### src/rtl/dpx_pkg.sv
package dpx_pkg;

    typedef enum logic [3:0] {
        OP_AND = 4'd0,
        OP_EOR = 4'd1,
        OP_SUB = 4'd2,
        OP_RSB = 4'd3,
        OP_ADD = 4'd4,
        OP_ADC = 4'd5,
        OP_SBC = 4'd6,
        OP_RSC = 4'd7,
        OP_TST = 4'd8,
        OP_TEQ = 4'd9,
        OP_CMP = 4'd10,
        OP_CMN = 4'd11,
        OP_ORR = 4'd12,
        OP_MOV = 4'd13,
        OP_BIC = 4'd14,
        OP_MVN = 4'd15
    } opcode_e;

    typedef enum logic [3:0] {
        CC_EQ = 4'd0,
        CC_NE = 4'd1,
        CC_CS = 4'd2,
        CC_CC = 4'd3,
        CC_MI = 4'd4,
        CC_PL = 4'd5,
        CC_VS = 4'd6,
        CC_VC = 4'd7,
        CC_HI = 4'd8,
        CC_LS = 4'd9,
        CC_GE = 4'd10,
        CC_LT = 4'd11,
        CC_GT = 4'd12,
        CC_LE = 4'd13,
        CC_AL = 4'd14,
        CC_NV = 4'd15
    } cond_e;

    typedef struct packed {
        logic n;
        logic z;
        logic c;
        logic v;
    } nzcv_t;

    // Operation class flags produced by the decoder
    typedef struct packed {
        logic is_logic;
        logic is_test;
        logic use_adder;
    } op_class_t;

endpackage

### src/rtl/dpx_cond_check.sv
module dpx_cond_check
    import dpx_pkg::*;
(
    input  nzcv_t      cur,
    input  logic [3:0] cond,
    output logic       pass
);
    logic ge_ok;

    always_comb begin
        ge_ok = (cur.n == cur.v);
        unique case (cond_e'(cond))
            CC_EQ: pass = cur.z;
            CC_NE: pass = !cur.z;
            CC_CS: pass = cur.c;
            CC_CC: pass = !cur.c;
            CC_MI: pass = cur.n;
            CC_PL: pass = !cur.n;
            CC_VS: pass = cur.v;
            CC_VC: pass = !cur.v;
            CC_HI: pass = cur.c && !cur.z;
            CC_LS: pass = !cur.c || cur.z;
            CC_GE: pass = ge_ok;
            CC_LT: pass = !ge_ok;
            CC_GT: pass = !cur.z && ge_ok;
            CC_LE: pass = cur.z || !ge_ok;
            CC_AL: pass = 1'b1;
            default: pass = 1'b0;
        endcase
    end
endmodule

### src/rtl/dpx_op_decode.sv
module dpx_op_decode
    import dpx_pkg::*;
(
    input  logic [3:0] opcode,
    output op_class_t  cls
);
    always_comb begin
        cls = '0;
        unique case (opcode_e'(opcode))
            OP_AND, OP_EOR, OP_ORR, OP_MOV, OP_BIC, OP_MVN: cls.is_logic = 1'b1;
            OP_TST, OP_TEQ: begin
                cls.is_logic = 1'b1;
                cls.is_test  = 1'b1;
            end
            OP_CMP, OP_CMN: begin
                cls.use_adder = 1'b1;
                cls.is_test   = 1'b1;
            end
            default: cls.use_adder = 1'b1;
        endcase
    end
endmodule

### src/rtl/dpx_alu.sv
module dpx_alu
    import dpx_pkg::*;
#(
    parameter int DW = 32
) (
    input  logic [DW-1:0] op_a,
    input  logic [DW-1:0] op_b,
    input  logic [3:0]    opcode,
    input  logic          carry_in_flag,
    output logic [DW-1:0] res,
    output logic          add_carry,
    output logic          add_ovf
);
    localparam int SW = DW + 1;

    logic [DW-1:0] add_x;
    logic [DW-1:0] add_y;
    logic          add_cin;
    logic [SW-1:0] sum;
    logic [DW-1:0] logic_res;
    logic          pick_adder;

    // Operand steering for the single shared adder
    always_comb begin
        add_x   = op_a;
        add_y   = op_b;
        add_cin = 1'b0;
        pick_adder = 1'b1;
        logic_res  = '0;
        unique case (opcode_e'(opcode))
            OP_SUB, OP_CMP: begin
                add_y   = ~op_b;
                add_cin = 1'b1;
            end
            OP_RSB: begin
                add_x   = op_b;
                add_y   = ~op_a;
                add_cin = 1'b1;
            end
            OP_ADD, OP_CMN: add_cin = 1'b0;
            OP_ADC: add_cin = carry_in_flag;
            OP_SBC: begin
                add_y   = ~op_b;
                add_cin = carry_in_flag;
            end
            OP_RSC: begin
                add_x   = op_b;
                add_y   = ~op_a;
                add_cin = carry_in_flag;
            end
            OP_AND, OP_TST: begin
                pick_adder = 1'b0;
                logic_res  = op_a & op_b;
            end
            OP_EOR, OP_TEQ: begin
                pick_adder = 1'b0;
                logic_res  = op_a ^ op_b;
            end
            OP_ORR: begin
                pick_adder = 1'b0;
                logic_res  = op_a | op_b;
            end
            OP_MOV: begin
                pick_adder = 1'b0;
                logic_res  = op_b;
            end
            OP_BIC: begin
                pick_adder = 1'b0;
                logic_res  = op_a & ~op_b;
            end
            default: begin
                pick_adder = 1'b0;
                logic_res  = ~op_b;
            end
        endcase
    end

    always_comb begin
        sum       = {1'b0, add_x} + {1'b0, add_y} + {{DW{1'b0}}, add_cin};
        add_carry = sum[DW];
        add_ovf   = (add_x[DW-1] == add_y[DW-1]) && (sum[DW-1] != add_x[DW-1]);
        res       = pick_adder ? sum[DW-1:0] : logic_res;
    end
endmodule

### src/rtl/dp_exec_unit.sv
module dp_exec_unit
    import dpx_pkg::*;
#(
    parameter int DW = 32
) (
    input  logic          clk,
    input  logic          rst,
    input  logic [DW-1:0] op_a,
    input  logic [DW-1:0] op_b,
    input  logic          sh_carry,
    input  logic          sh_active,
    input  logic [3:0]    opcode,
    input  logic          set_flags,
    input  logic [3:0]    cond,
    output logic [DW-1:0] result,
    output logic          dest_we,
    output logic          flags_we,
    output logic [3:0]    flags
);
    typedef struct packed {
        nzcv_t flags;
    } state_t;

    state_t state_d;
    state_t state_q;

    logic          cond_pass;
    op_class_t     cls;
    logic [DW-1:0] alu_res;
    logic          alu_carry;
    logic          alu_ovf;
    logic          wr_flags;
    nzcv_t         upd;

    dpx_cond_check u_cond (
        .cur  (state_q.flags),
        .cond (cond),
        .pass (cond_pass)
    );

    dpx_op_decode u_dec (
        .opcode (opcode),
        .cls    (cls)
    );

    dpx_alu #(.DW(DW)) u_alu (
        .op_a          (op_a),
        .op_b          (op_b),
        .opcode        (opcode),
        .carry_in_flag (state_q.flags.c),
        .res           (alu_res),
        .add_carry     (alu_carry),
        .add_ovf       (alu_ovf)
    );

    always_comb begin
        wr_flags = cond_pass && (set_flags || cls.is_test);
        upd.n    = alu_res[DW-1];
        upd.z    = (alu_res == '0);
        if (cls.is_logic) begin
            upd.c = sh_active ? sh_carry : state_q.flags.c;
            upd.v = state_q.flags.v;
        end else begin
            upd.c = alu_carry;
            upd.v = alu_ovf;
        end
        state_d = state_q;
        if (wr_flags) begin
            state_d.flags = upd;
        end
    end

    always_ff @(posedge clk) begin
        if (rst) begin
            state_q <= '0;
        end else begin
            state_q <= state_d;
        end
    end

    assign result   = alu_res;
    assign dest_we  = cond_pass && !cls.is_test;
    assign flags_we = wr_flags;
    assign flags    = state_q.flags;
endmodule

### config.mk
export PLATFORM = sky130hd
export DESIGN_NAME = dp_exec_unit
export DESIGN_NICKNAME = d
export VERILOG_FILES = /design/src/rtl/dpx_pkg.sv /design/src/rtl/dpx_cond_check.sv /design/src/rtl/dpx_op_decode.sv /design/src/rtl/dpx_alu.sv /design/src/rtl/dp_exec_unit.sv
export SDC_FILE = /design/constraint.sdc
export NUM_CORES = 1
export LEC_CHECK = 0
export BUFFER_PORTS_ARGS = -buffer_cell sky130_fd_sc_hd__buf_2
export CORE_MARGIN = 3
export CORE_UTILIZATION = 40
export DETAILED_ROUTE_END_ITERATION = 12
export MAX_ROUTING_LAYER = met4
export PLACE_DENSITY_LB_ADDON = 0.15
export SLEW_MARGIN = 15
export SYNTH_ARGS = -nofsm -noshare
export SYNTH_HDL_FRONTEND = slang
export SYNTH_SLANG_ARGS = --single-unit
export TNS_END_PERCENT = 100
### constraint.sdc
create_clock -name clk -period 7.3 [get_ports clk]
set_input_delay 1.095 -clock clk [delete_from_list [all_inputs] [get_ports clk]]
set_output_delay 1.095 -clock clk [all_outputs]
set_load 0.005 [all_outputs]
==> results.cfg <==
[run_status]
status = finished clean

[grt]
met3_usage = 0.0205
grt_usage = 0.267
grt_overflow = 0
grt_pass1_vias = 6558
busiest_layer = met2
grt_max_degree = 40
met1_usage = 0.379
grtUsageMet2 = 0.417
grt_pass1_wl_mm = 34.7
antenna_found_initial = 0

[sta]
finalMaxSlewViolations = 0
slew_headroom = 0.360
timing.final.crit_share = 0.885
max_freq_mhz = 155
fin_setup_tns_ns = 0
skew_ns = 0.00122
fin_crit_ns = 6.46
hold_viol_final = 0
setup_viol = 0
tightest_slew_ns = 0.955
rsz0062_at_grt = false

[route]
drc = 0
via_per_inst = 6.07
first_iter_violations = 578
vias = 7272
ant_nets = 0
wl_mm = 22.0
wire_per_inst_microns = 18.4
first_pass_iters = 5

[floorplanning]
die_height_microns = 127
core_area_sq_um = 14100
ios = 115
start_util = 0.417
die-area_sq_um = 16200
die_width_microns = 127
rows = 43

[pwr]
p_int_mw = 0.347
power.density_nw_per_um2 = 117
pwr-share-seq = 0.035
switching_power_mw = 0.421
report.power.total_mw = 0.768
comb_power_share = 0.853
p_sw_frac = 0.548
power_leakage_nw = 3.09
vdd_drop_max_mv = 0.0786
p_clk_frac = 0.111

[logic_synthesis]
synthCells = 943
ys_seq_area_frac = 0.0136
ys.flop_type = dfxtp_1
avgSynthCellArea_sq_um = 6.26
synth.distinct_cells = 91
synth_edf_count = 0
synth_seq_cells = 4
synth_top_area_share = 0.134
yosysWarnings = 0
syn_nets = 1085
synth_area_leader_cell = ha_1
syn_area_sq_um = 5900
ys_async_sr_fraction = 0
netlist_top_cells_count = o21ai_0 (145), nand2_1 (144), inv_1 (81)
synth.area.top_cells = ha_1 (13%), o21ai_0 (12%), nand2_1 (9.2%)
yosysMostFrequentCell = o21ai_0

[clock_network]
cts.sinks = 4
cts_made_buffers = 3
htree_levels = 1
cts_setup_buffers = 0
clk_latency_ns = 0.22
path_clk_slew_ns = 0.03
cts_resized = 0
postCtsHoldBufs = 0
ctsRootBufferMaster = clkbuf_16
cts_buffer_depth = 2
cts_tree = done

[worst_setup_path]
arrival_ns = 5.37
ff2ff_path_depth = 16
r2r_setup_slack_ns = 2.87
worstSetupEndpointType = primary output
critPathKind = input port to primary output
max_stage_delay_ns = 0.46
r2r_start = flags[1]$_SDFFE_PP0P_
rr_endpoint = flags[2]$_SDFFE_PP0P_
cp_top_family = compound AO/OA/AOI/OAI gates
crit_buf_inv = 4
cp_max_fo = 37
startpoint_type = input port
cp_cell_sequence = buf_2, nand2_1, or2_2, buf_4, buf_4, nand2_1, o21ai_0, ha_1, a21oi_1, o21ai_0, a22oi_1, o2111ai_1, and3_1, o211a_1, or3_2, o211ai_1, buf_2
critical_path_required_ns = 6.20
crit_slowest_cell = or3_2

[cells_and_area]
final_area_sq_um = 6590
diodes = 0
fillers = 1590
drive_gt1_frac = 0.169
area_delta_synth_final_pct = 11.6
nets = 1162
largest_reg_flops = 4

[place]
place_area_sq_um = 6510
place_congestion = 0.994
numPortBuffers = 114
hpwlAfterDp_mm = 17.0

[hold_path]
min_path_type = flop to flop
worstHoldPathCells = 2
min_from = flags[0]$_SDFFE_PP0P_
min_to = flags[0]$_SDFFE_PP0P_

[flow_run]
max_cap_violations = 0
==> power by group through the flow <==
stage | sequential, mW | combinational [mW] | clock [mW]
2_1_floorplan | 0.0259 | 0.443 | 0
3_3_place_gp | 0.0272 | 0.647 | 0
3_5_place_dp | 0.0272 | 0.643 | 0
4_1_cts | 0.0269 | 0.648 | 0.0859
5_1_grt | 0.0272 | 0.728 | 0.0869
6_report | 0.0271 | 0.655 | 0.0854
==> stage by stage <==
stage               hold slack [ns]  utilization  cells  setup slack [ns]
floorplan                     0.518            -    943              1.10
global placement              0.563        0.460   1195              1.03
detailed placement            0.562        0.460   1195             0.896
CTS                           0.567        0.466   1198             0.874
global route                  0.601        0.466   1198             0.549
finish                        0.566        0.466   1198             0.840
==> layout by cell type, fill, tap and decap left out, types with 9 or more instances in the layout <==
master,count
a211oi_1,11
a21o_1,12
a21oi_1,59
a22oi_1,15
a31oi_1,14
buf_2,114
buf_4,23
ha_1,63
inv_1,81
mux2i_1,9
nand2_1,144
nand3_1,11
nand4_1,11
nor2_1,54
nor3_1,15
o211ai_1,15
o21ai_0,145
o221ai_1,11
o31ai_1,10
xnor2_1,11
xor2_1,25
==> final cells by class <==
cell class / count / area, sq um / area share
multi-input combinational: 792 / 5160 / 0.783
timing repair buffer: 137 / 743 / 0.113
inverter: 82 / 308 / 0.0467
tap: 180 / 225 / 0.0342
sequential: 4 / 80.1 / 0.0122
clock buffer: 3 / 75.1 / 0.0114
==> tightest hold or removal path, delay by kind of cell (launching register included) <==
| family | cells | cell delay (ns) |
|---|---|---|
| flip-flops | 1 | 0.35 |
| AO/OA/AOI/OAI | 1 | 0.06 |
| AND/OR/NAND/NOR | 1 | 0.10 |
==> how the worst max path moves through the flow <==
stage               depth (start not counted)       from    endpoint  slack [ns]
floorplan                                  21  opcode[1]  result[31]        1.10
global placement                           16  opcode[1]  result[31]        1.03
detailed placement                         17  opcode[1]  result[31]        0.90
CTS                                        17  opcode[1]  result[31]        0.87
global route                               18  opcode[1]  result[31]        0.55
finish                                     17  opcode[1]  result[31]        0.84
==> kinds of logic (layout without fill, tap and decap cells) <==
group	after synthesis	count (layout)	share of synthesized area
compound gates	376	376	0.418
xor+xnor	36	36	0.0534
fa+ha+maj	65	65	0.140
buf+inv	147	222	0.114
flops	4	4	0.0136
mux	10	10	0.0172
simple gates	305	305	0.244
==> routing by layer <==
metal / routed length [microns] / part of all wire
met2: 9670 / 0.44
met5: 0 / 0
met1: 10100 / 0.46
met3: 1810 / 0.082
met4: 456 / 0.021
Power figures use the tool's default switching activity.
